==> src/rtl/axi_lat_pkg.sv <==
package axi_lat_pkg;

  localparam int CAP_W  = 6;
  localparam int LAT_W  = 12;
  localparam int TIME_W = 16;
  localparam int CNT_W  = 8;

  // A zero cap means no limit; otherwise used must stay strictly below it.
  function automatic logic fits_cap(input logic [CAP_W-1:0] cap,
                                    input logic [CNT_W-1:0] used);
    return (cap == '0) || (used < CNT_W'(cap));
  endfunction

  // Earliest cycle-counter value at which a response may pass.
  function automatic logic [TIME_W-1:0] release_stamp(input logic [TIME_W-1:0] now,
                                                      input logic [LAT_W-1:0]  lat);
    return now + TIME_W'(lat);
  endfunction

  // Wrap-safe comparison: due while now is at or past stamp (within half the range).
  function automatic logic stamp_reached(input logic [TIME_W-1:0] now,
                                         input logic [TIME_W-1:0] stamp);
    logic [TIME_W-1:0] diff;
    diff = now - stamp;
    return !diff[TIME_W-1];
  endfunction

endpackage

==> src/rtl/lat_stamp_fifo.sv <==
module lat_stamp_fifo #(
  parameter int W     = 16,
  parameter int DEPTH = 8
) (
  input  logic         clk,
  input  logic         rst_n,
  input  logic         push,
  input  logic [W-1:0] din,
  input  logic         pop,
  output logic [W-1:0] head,
  output logic         empty,
  output logic         full
);
  localparam int PW = (DEPTH > 1) ? $clog2(DEPTH) : 1;
  localparam int FW = $clog2(DEPTH + 1);

  logic [W-1:0]  mem [DEPTH];
  logic [PW-1:0] wr_ptr, rd_ptr;
  logic [FW-1:0] fill;
  logic          do_push, do_pop;

  assign empty   = (fill == '0);
  assign full    = (fill == FW'(DEPTH));
  assign do_push = push && !full;
  assign do_pop  = pop && !empty;
  assign head    = mem[rd_ptr];

  function automatic logic [PW-1:0] step(input logic [PW-1:0] p);
    return (p == PW'(DEPTH - 1)) ? '0 : p + PW'(1);
  endfunction

  always_ff @(posedge clk) begin
    if (do_push) mem[wr_ptr] <= din;
  end

  always_ff @(posedge clk or negedge rst_n) begin
    if (!rst_n) begin
      wr_ptr <= '0;
      rd_ptr <= '0;
      fill   <= '0;
    end else begin
      if (do_push) wr_ptr <= step(wr_ptr);
      if (do_pop)  rd_ptr <= step(rd_ptr);
      case ({do_push, do_pop})
        2'b10:   fill <= fill + FW'(1);
        2'b01:   fill <= fill - FW'(1);
        default: fill <= fill;
      endcase
    end
  end
endmodule

==> src/rtl/lat_pend_ctr.sv <==
module lat_pend_ctr #(
  parameter int W = 8
) (
  input  logic         clk,
  input  logic         rst_n,
  input  logic         inc,
  input  logic         dec,
  output logic [W-1:0] cnt
);
  always_ff @(posedge clk or negedge rst_n) begin
    if (!rst_n)          cnt <= '0;
    else if (inc && !dec) cnt <= cnt + W'(1);
    else if (dec && !inc) cnt <= cnt - W'(1);
  end
endmodule

==> src/rtl/lat_resp_gate.sv <==
module lat_resp_gate
  import axi_lat_pkg::*;
#(
  parameter int DEPTH = 8
) (
  input  logic              clk,
  input  logic              rst_n,
  input  logic [TIME_W-1:0] now,
  input  logic              stamp_push,
  input  logic [LAT_W-1:0]  lat,
  input  logic              dn_valid,
  output logic              dn_ready,
  output logic              up_valid,
  input  logic              up_ready,
  input  logic              up_last,
  output logic              due,
  output logic              empty,
  output logic              full,
  output logic              done
);
  logic [TIME_W-1:0] head_stamp;

  lat_stamp_fifo #(.W(TIME_W), .DEPTH(DEPTH)) u_fifo (
    .clk   (clk),
    .rst_n (rst_n),
    .push  (stamp_push),
    .din   (release_stamp(now, lat)),
    .pop   (done),
    .head  (head_stamp),
    .empty (empty),
    .full  (full)
  );

  assign due      = !empty && stamp_reached(now, head_stamp);
  assign up_valid = dn_valid && due;
  assign dn_ready = up_ready && due;
  assign done     = up_valid && up_ready && up_last;
endmodule

==> src/rtl/axi_lat_limiter.sv <==
module axi_lat_limiter
  import axi_lat_pkg::*;
#(
  parameter int ADDR_W   = 32,
  parameter int DATA_W   = 64,
  parameter int RD_DEPTH = 8,
  parameter int WR_DEPTH = 8
) (
  input  logic              clk,
  input  logic              rst_n,
  input  logic [CAP_W-1:0]  cfg_rd_cap,
  input  logic [CAP_W-1:0]  cfg_wr_cap,
  input  logic [CAP_W-1:0]  cfg_all_cap,
  input  logic [LAT_W-1:0]  cfg_rd_lat,
  input  logic [LAT_W-1:0]  cfg_wr_lat,
  input  logic              up_arvalid,
  output logic              up_arready,
  input  logic [ADDR_W-1:0] up_araddr,
  output logic              up_rvalid,
  input  logic              up_rready,
  output logic [DATA_W-1:0] up_rdata,
  output logic              up_rlast,
  input  logic              up_awvalid,
  output logic              up_awready,
  input  logic [ADDR_W-1:0] up_awaddr,
  input  logic              up_wvalid,
  output logic              up_wready,
  input  logic [DATA_W-1:0] up_wdata,
  input  logic              up_wlast,
  output logic              up_bvalid,
  input  logic              up_bready,
  output logic [1:0]        up_bresp,
  output logic              dn_arvalid,
  input  logic              dn_arready,
  output logic [ADDR_W-1:0] dn_araddr,
  input  logic              dn_rvalid,
  output logic              dn_rready,
  input  logic [DATA_W-1:0] dn_rdata,
  input  logic              dn_rlast,
  output logic              dn_awvalid,
  input  logic              dn_awready,
  output logic [ADDR_W-1:0] dn_awaddr,
  output logic              dn_wvalid,
  input  logic              dn_wready,
  output logic [DATA_W-1:0] dn_wdata,
  output logic              dn_wlast,
  input  logic              dn_bvalid,
  output logic              dn_bready,
  input  logic [1:0]        dn_bresp
);
  localparam logic [CNT_W-1:0] WR_LIMIT = CNT_W'(WR_DEPTH);

  // Named internal events, used by the bound checker.
  logic [TIME_W-1:0] now;
  logic [CNT_W-1:0]  rd_pend, wr_pend, all_pend;
  logic              ar_ok, aw_ok, w_ok;
  logic              ar_take, aw_take, wl_take;
  logic              r_done, b_done;
  logic              rd_due, wr_due;
  logic              rq_empty, rq_full, wq_empty, wq_full;
  logic              b_last_unused;

  always_ff @(posedge clk or negedge rst_n) begin
    if (!rst_n) now <= '0;
    else        now <= now + TIME_W'(1);
  end

  lat_pend_ctr #(.W(CNT_W)) u_rd_ctr (
    .clk(clk), .rst_n(rst_n), .inc(ar_take), .dec(r_done), .cnt(rd_pend));
  lat_pend_ctr #(.W(CNT_W)) u_wr_ctr (
    .clk(clk), .rst_n(rst_n), .inc(aw_take), .dec(b_done), .cnt(wr_pend));

  assign all_pend = rd_pend + wr_pend;

  // Address admission; reads take precedence for the last combined slot.
  always_comb begin
    ar_ok   = fits_cap(cfg_rd_cap, rd_pend) && fits_cap(cfg_all_cap, all_pend) && !rq_full;
    ar_take = up_arvalid && dn_arready && ar_ok;
    aw_ok   = fits_cap(cfg_wr_cap, wr_pend)
           && fits_cap(cfg_all_cap, all_pend + CNT_W'(ar_take))
           && (wr_pend < WR_LIMIT);
    aw_take = up_awvalid && dn_awready && aw_ok;
  end

  assign dn_arvalid = up_arvalid && ar_ok;
  assign up_arready = dn_arready && ar_ok;
  assign dn_araddr  = up_araddr;
  assign dn_awvalid = up_awvalid && aw_ok;
  assign up_awready = dn_awready && aw_ok;
  assign dn_awaddr  = up_awaddr;

  // Write data passes through; only the last beat waits for a free stamp slot.
  assign w_ok      = !(up_wlast && wq_full);
  assign dn_wvalid = up_wvalid && w_ok;
  assign up_wready = dn_wready && w_ok;
  assign dn_wdata  = up_wdata;
  assign dn_wlast  = up_wlast;
  assign wl_take   = up_wvalid && up_wready && up_wlast;

  lat_resp_gate #(.DEPTH(RD_DEPTH)) u_rd_gate (
    .clk        (clk),
    .rst_n      (rst_n),
    .now        (now),
    .stamp_push (ar_take),
    .lat        (cfg_rd_lat),
    .dn_valid   (dn_rvalid),
    .dn_ready   (dn_rready),
    .up_valid   (up_rvalid),
    .up_ready   (up_rready),
    .up_last    (dn_rlast),
    .due        (rd_due),
    .empty      (rq_empty),
    .full       (rq_full),
    .done       (r_done)
  );

  assign b_last_unused = 1'b1;

  lat_resp_gate #(.DEPTH(WR_DEPTH)) u_wr_gate (
    .clk        (clk),
    .rst_n      (rst_n),
    .now        (now),
    .stamp_push (wl_take),
    .lat        (cfg_wr_lat),
    .dn_valid   (dn_bvalid),
    .dn_ready   (dn_bready),
    .up_valid   (up_bvalid),
    .up_ready   (up_bready),
    .up_last    (b_last_unused),
    .due        (wr_due),
    .empty      (wq_empty),
    .full       (wq_full),
    .done       (b_done)
  );

  assign up_rdata = dn_rdata;
  assign up_rlast = dn_rlast;
  assign up_bresp = dn_bresp;
endmodule

==> config.mk <==
export PLATFORM = sky130hd
export DESIGN_NAME = axi_lat_limiter
export DESIGN_NICKNAME = d
export VERILOG_FILES = /design/src/rtl/axi_lat_pkg.sv /design/src/rtl/lat_stamp_fifo.sv /design/src/rtl/lat_pend_ctr.sv /design/src/rtl/lat_resp_gate.sv /design/src/rtl/axi_lat_limiter.sv
export SDC_FILE = /design/constraint.sdc
export NUM_CORES = 1
export LEC_CHECK = 0
export CORE_UTILIZATION = 51
export DETAILED_ROUTE_END_ITERATION = 10
export DONT_BUFFER_PORTS = 1
export PLACE_DENSITY = 0.66
export SLEW_MARGIN = 0
export SYNTH_ARGS = -nofsm -noshare
export SYNTH_HDL_FRONTEND = slang
export SYNTH_SLANG_ARGS = --single-unit
==> constraint.sdc <==
create_clock -name clk -period 11.63 [get_ports clk]
set_input_delay 0.5815 -clock clk [delete_from_list [all_inputs] [get_ports clk]]
set_output_delay 0.5815 -clock clk [all_outputs]
set_load 0.05 [all_outputs]
==> run metrics <==
Avg Cell Area, Syn 13.6 um2; global-route wire length before repair 65200 um; Crit. End Element register; switch share 32.9%; Clk network pwr share 27.7%; Tcrit/Tclk final 63.0%; Combinational Power Share 35.4%; DR WL/cell 30.5 um; unrepaired setup endpoints after global routing false; Core ar. 32500 um2; setup repair bufs after CTS 0; Synth cell types 56; Pwr Total 0.00375 W; Post-Syn Instances 1242; Primary FF master, synth edfxtp_1; critical path's slowest cell and3_1; commonest cells after routing, fill and taps aside edfxtp_1, ha_1, mux4_2, nand2_1, dfrtp_1; setup TNS 0 ns; IO Port Bufs 0; slowest stage delay, CP 0.67 ns; actual slew at the worst max-slew pin 1.07 ns; Mapped Nets 1609; Leak 6.50 nW; crit path launch type register; Final Hold Fails 0; clk_skew 0.0197 ns; highest clock rate 0.136 GHz; deepest clock path buffer count 3; final net count 1438; Root Buffer clkbuf_16; Ys Warns 0; CTS Sinks 308; grt ovf 0; initial core utilization 51.9%; Slew HR 29.0%; # IOs 456; most used cell, CP ha_1; commonest non-fill, non-tap cell in the layout edfxtp_1; status finished clean; DR vias 9105; CTS clk-pin slew, worst paths 0.06 ns; drt first pass iters 4; DP HPWL 35800 um; Final min period 7.33 ns; WP data required 12.00 ns; Via density 5.91; sequential share of the synthesized area 53.2%; NetSw 0.00123 W; Final Setup Violations 0; Total Routing Usage GR 27.7%; PD cells 219 nW/um2; Worst IR Drop VDD 0.000160 V; die area 33800 um2; crit path DAT 7.70 ns; CTS tree yes; CTS H-tree depth 2; P_int 0.00252 W; FFs w/ async S/R, synth 16.9%; DRC Markers 0; Hold Slack 0.392 ns; Reg power frac 37.0%; vias in the first global route 8851; RePlAce Congestion 0.872; clk_lat worst skew 0.52 ns; Critical Setup Path Class register to register; Seq cells post-synth 308; P&R area growth vs syn 1.34%; FF-to-FF setup slack 4.30 ns; die height 184 um; die width 184 um; FP Rows 66; Routed Wire Length 47000 um; Routed Antenna Nets 0; Slew Viols, Final 0; initial antenna violation count 2; HP Class primary input to register; Cell Area, Synth 16900 um2; largest fanout on the critical path 11; largest net degree at the start of global routing 53; CTS buffer count 34; share of layout cells above drive strength 1 13.9%; EDFF count, synth 256; 1st-iter DRT viols 615; Max Cap Viol 0
==> area by class of cell <==
type | instances | area [um2]
fill | 2703 | 15400
clock buffer | 45 | 956
timing repair buffer | 17 | 150
inverter | 48 | 180
antenna | 1 | 2.50
tap | 442 | 553
clock inverter | 17 | 124
sequential | 308 | 8990
multi-input combinational | 662 | 6150
==> routing by layer <==
layer | GRT usage [%] | part of all wire (%)
met1 | 27.1 | 31
met2 | 42.8 | 45
met3 | 24.5 | 21
met4 | 6.07 | 1.9
met5 | 6.52 | 0.62
==> what timing repair did <==
item,CTS,global route
setup endpoints to repair,0,0
resized for setup,0,0
endpoints found under the hold margin,52,0
hold buffers,2,0
==> worst paths after layout <==
check | endpoint | from | cells past startpoint
worst min-delay path | u_rd_gate.u_fifo.wr_ptr[0] | dn_arready | 2
max in group asynchronous | u_rd_gate.u_fifo.rd_ptr[0] | rst_n | 2
worst max-delay path | u_wr_ctr.cnt[6] | u_rd_ctr.cnt[1] | 31
worst max register to register | u_wr_ctr.cnt[6] | u_rd_ctr.cnt[1] | 31
min in group asynchronous | u_wr_gate.u_fifo.rd_ptr[2] | rst_n | 2
worst min register to register | u_wr_gate.u_fifo.fill[3] | u_wr_gate.u_fifo.fill[3] | 1
==> flip-flops by register name, summed over array words and instances (netlist names), 4 cells and up <==
register               flops
u_rd_gate.u_fifo.mem     128
now                       16
u_wr_gate.u_fifo.mem     128
u_rd_gate.u_fifo.fill      4
u_rd_ctr.cnt               8
u_wr_gate.u_fifo.fill      4
u_wr_ctr.cnt               8
==> synth_stat cells, drive strengths merged, types with 4 or more instances <==
| library cell | n | area share [%] |
|---|---|---|
| nor2b | 7 | 0.26 |
| nand4 | 9 | 0.33 |
| and2 | 6 | 0.22 |
| mux2i | 31 | 1.8 |
| nor3b | 5 | 0.22 |
| nor4 | 7 | 0.26 |
| nand2b | 12 | 0.44 |
| dfrtp | 52 | 7.7 |
| o21bai | 6 | 0.27 |
| o211ai | 7 | 0.31 |
| buf | 210 | 9.2 |
| o21ai | 40 | 1.2 |
| a211oi | 13 | 0.58 |
| mux2 | 14 | 1.0 |
| a31oi | 4 | 0.15 |
| mux4 | 62 | 8.3 |
| nand2 | 53 | 1.2 |
| a21o | 17 | 0.76 |
| nor2 | 37 | 0.82 |
| a21oi | 38 | 1.1 |
| a211o | 5 | 0.26 |
| xor2 | 23 | 1.2 |
| fa | 7 | 0.83 |
| clkbuf | 14 | 0.31 |
| xnor2 | 49 | 2.5 |
| nand3 | 14 | 0.42 |
| edfxtp | 256 | 46 |
| and4 | 4 | 0.21 |
| and3 | 17 | 0.63 |
| nor3 | 22 | 0.65 |
| inv | 48 | 1.1 |
| ha | 110 | 8.2 |
| o21a | 14 | 0.62 |
==> stage by stage <==
stage	util (%)	worst slack (ns)	cells	cell area [um2]
after floorplan	-	5.26	1242	16900
after global placement	49.1	4.47	1475	16000
after detailed placement	49.1	4.28	1475	16000
after CTS	52.6	4.28	1539	17100
after global routing	52.6	3.64	1539	17100
final	52.6	4.30	1540	17100
==> logic make-up (layout without fill, tap and decap cells) <==
kind of cell	Yosys count	after routing	share of synthesized area [%]
buffers and inverters	272	127	10.5
and+or+nand+nor	204	204	6.17
muxes	107	107	11.1
xor gates and xnor gates	72	72	3.73
AOI/OAI and AO/OA	162	162	6.23
other	0	1	0
adders and majority gates	117	117	8.98
DFF	308	308	53.2
==> critical path, delay by kind of cell (launching register included) <==
family                     cells  cell delay, ns
AOI/OAI and AO/OA             15            2.85
and+or+nand+nor                7            1.73
adders and majority gates      6            1.69
DFF                            1            0.47
xor gates and xnor gates       2            0.30
buffers and inverters          1            0.15
==> power groups by stage <==
stage	Combinational [W]	Sequential (W)	Clock, W
CTS	0.00134	0.00139	0.00105
finish	0.00133	0.00139	0.00104
floorplan	0.00126	0.00137	0
global route	0.00147	0.00140	0.00109
global placement	0.00130	0.00140	0
detailed placement	0.00133	0.00141	0
No activity file was read; power rests on OpenSTA's default activity.
